## src/rtl/uart_hwflow.sv

```systemverilog
module uart_hwflow #(
  parameter int LVL_W = 9
) (
  input  logic             clk,
  input  logic             rst_n,
  input  logic             fifo_en,
  input  logic             rts_auto_en,
  input  logic             cts_auto_en,
  input  logic             rts_irq_en,
  input  logic [1:0]       halt_sel,
  input  logic [1:0]       resume_sel,
  input  logic [LVL_W-1:0] rx_level,
  input  logic             rx_stop_stb,
  input  logic             cts_n,
  input  logic             tx_req,
  input  logic             msr_rd_stb,
  output logic             rts_out,
  output logic             tx_start,
  output logic             rts_stat,
  output logic             cts_stat,
  output logic             irq_out
);

  function automatic logic [LVL_W-1:0] halt_thr(input logic [1:0] s);
    case (s)
      2'd0:    return LVL_W'(8);
      2'd1:    return LVL_W'(16);
      2'd2:    return LVL_W'(56);
      default: return LVL_W'(60);
    endcase
  endfunction

  function automatic logic [LVL_W-1:0] resume_thr(input logic [1:0] s);
    case (s)
      2'd0:    return LVL_W'(0);
      2'd1:    return LVL_W'(8);
      2'd2:    return LVL_W'(16);
      default: return LVL_W'(56);
    endcase
  endfunction

  logic rts_q, irq_q, cts_q;

  wire rts_live = rts_auto_en & fifo_en;
  wire rts_set  = rts_live & ~rts_q & rx_stop_stb & (rx_level >= halt_thr(halt_sel));
  wire rts_clr  = rts_q & (~rts_live | (rx_level <= resume_thr(resume_sel)));

  always_ff @(posedge clk) begin
    if (!rst_n) begin
      rts_q <= 1'b0;
      irq_q <= 1'b0;
      cts_q <= 1'b0;
    end else begin
      if (rts_set)      rts_q <= 1'b1;
      else if (rts_clr) rts_q <= 1'b0;
      irq_q <= (rts_set & rts_irq_en) | (irq_q & ~msr_rd_stb);
      cts_q <= fifo_en & cts_auto_en & cts_n;
    end
  end

  assign rts_out  = rts_q;
  assign rts_stat = rts_q;
  assign cts_stat = cts_q;
  assign irq_out  = irq_q;
  assign tx_start = tx_req & ~cts_q;

endmodule

```

## config.mk

```make
export PLATFORM = sky130hd
export DESIGN_NAME = uart_hwflow
export DESIGN_NICKNAME = d
export VERILOG_FILES = /design/src/rtl/uart_hwflow.sv
export SDC_FILE = /design/constraint.sdc
export NUM_CORES = 1
export LEC_CHECK = 0
export ABC_CLOCK_PERIOD_IN_PS = 2450
export BUFFER_PORTS_ARGS = -buffer_cell sky130_fd_sc_hd__buf_2
export CAP_MARGIN = 0
export CORE_AREA = 2 2 39 41
export DETAILED_ROUTE_END_ITERATION = 16
export DIE_AREA = 0 0 41 43
export SYNTH_ARGS = -nofsm -noshare
export SYNTH_HDL_FRONTEND = slang
export SYNTH_SLANG_ARGS = --single-unit
```

## constraint.sdc

```tcl
create_clock -name clk -period 2.45 [get_ports clk]
set_input_delay 0.49 -clock clk [delete_from_list [all_inputs] [get_ports clk]]
set_output_delay 0.49 -clock clk [all_outputs]
set_load 0.02 [all_outputs]
```

# After elaboration in Yosys (flattened, before gate mapping)

Cells that the tools add are included.

Bits in writable memories: 0
Output and inout bits: 5
Input bits: 23
Logic and storage cells: 32
Bits in latches: 0
Memory bits (read-only): 0
Register bits after elaboration: 3
Memories kept: 0

Bitwise logic cells: 16
Eq/ne operators: 4
Divide/modulo/power cells: 0
Muxes and demuxes: 4
Shift-type cells: 0
Order comparisons: 2
Reductions and logical operators: 3
Add/sub/neg operators: 0
Multiply operators: 0

Operators by type and width:

| operator                                            | number |
|---|---|
| one-hot mux 6 bit (3 select lines)                  | 2 |
| bitwise AND 1 bit                                   | 10 |
| greater-or-equal comparator 9 bit                   | 1 |
| less-or-equal comparator 9 bit                      | 1 |
| equality test 2 x 1 -> 1 bit, second input constant | 2 |
| equality test 2 bit, second input constant          | 2 |
| logical NOT 2 bit                                   | 2 |
| NOT 1 bit                                           | 4 |
| two-way mux 1 bit                                   | 2 |
| OR 1 bit                                            | 2 |
| nonzero test 2 bit                                  | 1 |

# Longest topological paths before layout

Depth after elaboration: 7
Mapped depth: 6
Gate-level depth less buffers: 6

# Worst setup path after synthesis

Ideal clock, no wire load.

Path kind: in2reg
Start point: in resume_sel[0]
End point: reg rts_q, in the netlist rts_out
Buffers on the path: 0
Arrival time: 1.769 ns
Data required time: 2.325 ns
Cell stages on the path: 6
Slack: 0.555 ns
Library setup time: 0.125 ns
Cell sequence: nand2_1 > ha_1 > nand2_1 > or4_4 > a2111oi_2 > o21ai_1

Word-level cells in the longest chain between the ends: 6
Elaborated cells on any way between the ends: 8
Classes of those cells: order compare (1); eq/ne (2); mux (1); bitwise (2); reduce/logical (2)

Ends and longest elaborated chain:

| element                                     | line | text |
|---|---|---|
| start: declaration                          | 11   | `input logic [1:0] resume_sel,` |
| equality test 2 bit (tied with other cells) | 34   | `case (s)` |
| one-hot mux 6 bit (3 select lines) *        | 34   |  |
| less-or-equal comparator 9 bit *            | 46   | `wire rts_clr = rts_q & (~rts_live \| (rx_level <= resume_thr(resume_sel)));` |
| OR 1 bit *                                  | 46   |  |
| bitwise AND 1 bit *                         | 46   |  |
| nonzero test 2 bit (no source line) *       | --   |  |
| end signal: assignment                      | 50   | `rts_q <= 1'b0;` |
| end signal: assignment                      | 54   | `if (rts_set) rts_q <= 1'b1;` |
| end signal: assignment                      | 55   | `else if (rts_clr) rts_q <= 1'b0;` |
| end: declaration                            | 42   | `logic rts_q, irq_q, cts_q;` |

Mark *: on every way between the ends. The rest lies on a longest branch, timed or not.
A chain may end at the register's enable or synchronous reset.

# Worst setup path in the final report

Ends and elaborated chain as after synthesis.

==> summary.txt <==
Placed design
  • HPWL after DPL: between 700 and 800 um
  • Placer Congestion: 0.7013
  • Port bufs: 27
  • DP Area: roughly 500 um^2

Routing
  • Drt first pass iters: 3
  • Vias per cell: 4.591
  • Routed Antenna Nets: 0
  • Iter 0 DRT Violations: 6
  • Final Routed Wirelength: 813 um
  • Vias: just over 400
  • DRC Markers: 0
  • Wire length per cell: roughly 9.2 um

Logic synthesis
  • Leading area contributor after synthesis: ha_1
  • Synth top area cells: ha_1, dfxtp_1, inv_1
  • Syn_area_per_cell: between 8 and 9 um^2
  • Syn_nets: ~70
  • Warnings, synthesis: 0
  • Netlist cell types: 21
  • Post-Syn Instances: 42
  • Synth top area share: roughly a quarter
  • Sequential area share after synthesis: between 10% and 20%
  • Netlist Area Pre-Place: around 340 um^2
  • Synth Register Bits: 3

Critical path
  • Most Frequent Cell on Critical Path: nand2_1
  • Delay of the slowest critical-path stage: approximately 480 ps
  • Max FO, Critical Path: 2
  • CP max-delay cell: or4_4
  • R2R depth: 3
  • Crit path kind: input pin to flop
  • WP data arrival: about 1900 ps
  • Delay-heaviest family, CP: simple AND/OR/NAND/NOR gates
  • WP buf/inv: 1
  • Crit end category: flop
  • WP data required: between 2000 and 3000 ps
  • Critical path cell sequence: buf_2 > nand2_1 > ha_1 > nand2_1 > or4_4 > a2111oi_2 > o21ai_1
  • Stages on the worst setup path: 7
  • Critical Path Start Type: input pin

STA
  • Layout Skew: ~0.31 ps
  • Final hold slack: ~480 ps
  • Final setup viols: 0
  • Setup TNS Final: 0 ps
  • Minimum clock period: approximately 1800 ps
  • Least-Margin Pin Slew: roughly 260 ps
  • Slew headroom: about 83%
  • Slew Viols, Final: 0
  • Fin crit share: roughly three quarters
  • Unrepaired setup endpoints after global routing: false
  • Final hold vios: 0
  • Fmax: around 0.55 GHz

Die
  • Die Span X: approximately 40 um
  • Die height: about 43 um
  • Starting Density: around a quarter
  • Row count: 14
  • Io pins: 28
  • Die area: ~1800 um^2
  • Core Footprint: around 1400 um^2

Clocking
  • Num CTS Buffers: 3
  • Clock latency on the worst-skew pair: approximately 230 ps
  • H-tree Lvls: 1
  • Setup Buffers After CTS: 0
  • CTS Buffer Depth: 2
  • Post_cts resized: 0
  • CTS tree: yes
  • Clk sinks: 3
  • Worst-path clk slew: around 40 ps
  • Root Buffer: clkbuf_4
  • Cts hold-fix bufs: 0

Min path
  • Hold path depth: 2
  • Min-Delay Path Class: flop to flop

Final layout
  • Synth-to-Final Area Change: 51.10%
  • Design Area, Final: roughly 510 um^2
  • Diodes inserted: 0
  • Most frequent cells in the layout: buf_2, ha_1, inv_1
  • Share of layout cells above drive strength 1: between 40 and 50%
  • Commonest non-fill, non-tap cell in the layout: buf_2
  • Final net count: 103

GRT
  • Grt ovf: 0
  • Met2 usage: 15.94%
  • Busiest grt layer: met2
  • Global-route wire length before repair: between 1000 and 1500 um
  • Met3 Use GR: ~1.6%
  • GRT Overall Usage: 10.21%
  • Met1 GRT Util: 10.51%
  • Vias in the first global route: 341
  • Pin count of the biggest net entering global routing: 5
  • Initial antenna violation count: 0

Power
  • Maximum VDD drop: about 0.00011 V
  • Leak pwr: 0.2755 nW
  • Power Dens Cells: between 300 and 400 nW/um^2

Job
  • Max-Cap Viols: 0

Status
  • Status: finished clean
layout make-up:
class,count,area (um^2)
fillers,155,869.6
multi-input cells,33,254.0
repair buffers,27,135.1
flip-flops and latches,3,60.06
clock buffers,4,26.28
well taps,16,20.02
inverters,5,18.77
worst min-delay path, delay by kind of cell (launching register included):
kind	cells	cell delay (ps)
flip-flops	1	320
AND/OR/NAND/NOR	1	70
AO/OA/AOI/OAI	1	60
worst paths after layout:
| kind | from | slack [ps] | to |
|---|---|---|---|
| max | resume_sel[0] | 640 | rts_out |
| min | irq_out | 480 | irq_out |
| max reg2reg | rts_out | 1610 | irq_out |
| min reg2reg | irq_out | 480 | irq_out |
synthesized netlist by cell type:
library cell,number
or4_4,1
nor2b_1,2
nand4_1,2
and2_1,1
nor2_1,1
nor4_1,1
nand2_1,2
nand3_1,1
a21oi_1,3
a2111oi_2,1
nand3b_1,2
nor3b_1,1
dfxtp_1,3
nand2b_1,2
o21ai_1,1
o31ai_1,1
o21ai_0,3
inv_1,5
ha_1,7
buf_4,1
and4_1,1
routing by layer:
metal  up-vias  share of wire, %
met3         0                12
met2        24                45
met5         -                 0
met1       166                43
met4         0                 0
li1        214                 -
flip-flops by register name (all words and copies together), names as in the netlist:
signal,cells
rts_out,1
irq_out,1
cts_stat,1
stage by stage:
step	setup slack [ps]	cells	utilization (%)	power, mW
floorplan	555.2	42	-	0.08089
CTS	630.0	88	37.16	0.2008
finish	642.0	88	37.16	0.1942
detailed placement	383.6	84	35.26	0.1099
global placement	415.2	84	35.26	0.1093
global route	526.1	88	37.16	0.2105
cells by family after synthesis:
logic type | count (synthesis) | share of synthesized area [%]
AND/OR/NAND/NOR | 17 | 31.98
AO/OA/AOI/OAI | 9 | 16.91
adder cells (fa/ha/maj) | 7 | 25.73
buffers and inverters | 6 | 7.722
flip-flops | 3 | 17.65
where the power goes:
part,switching [mW],internal (mW)
clock,0.0247,0.0610
combinational,0.0282,0.0290
sequential,0.000862,0.0505
(Power assumes the default switching activity.)
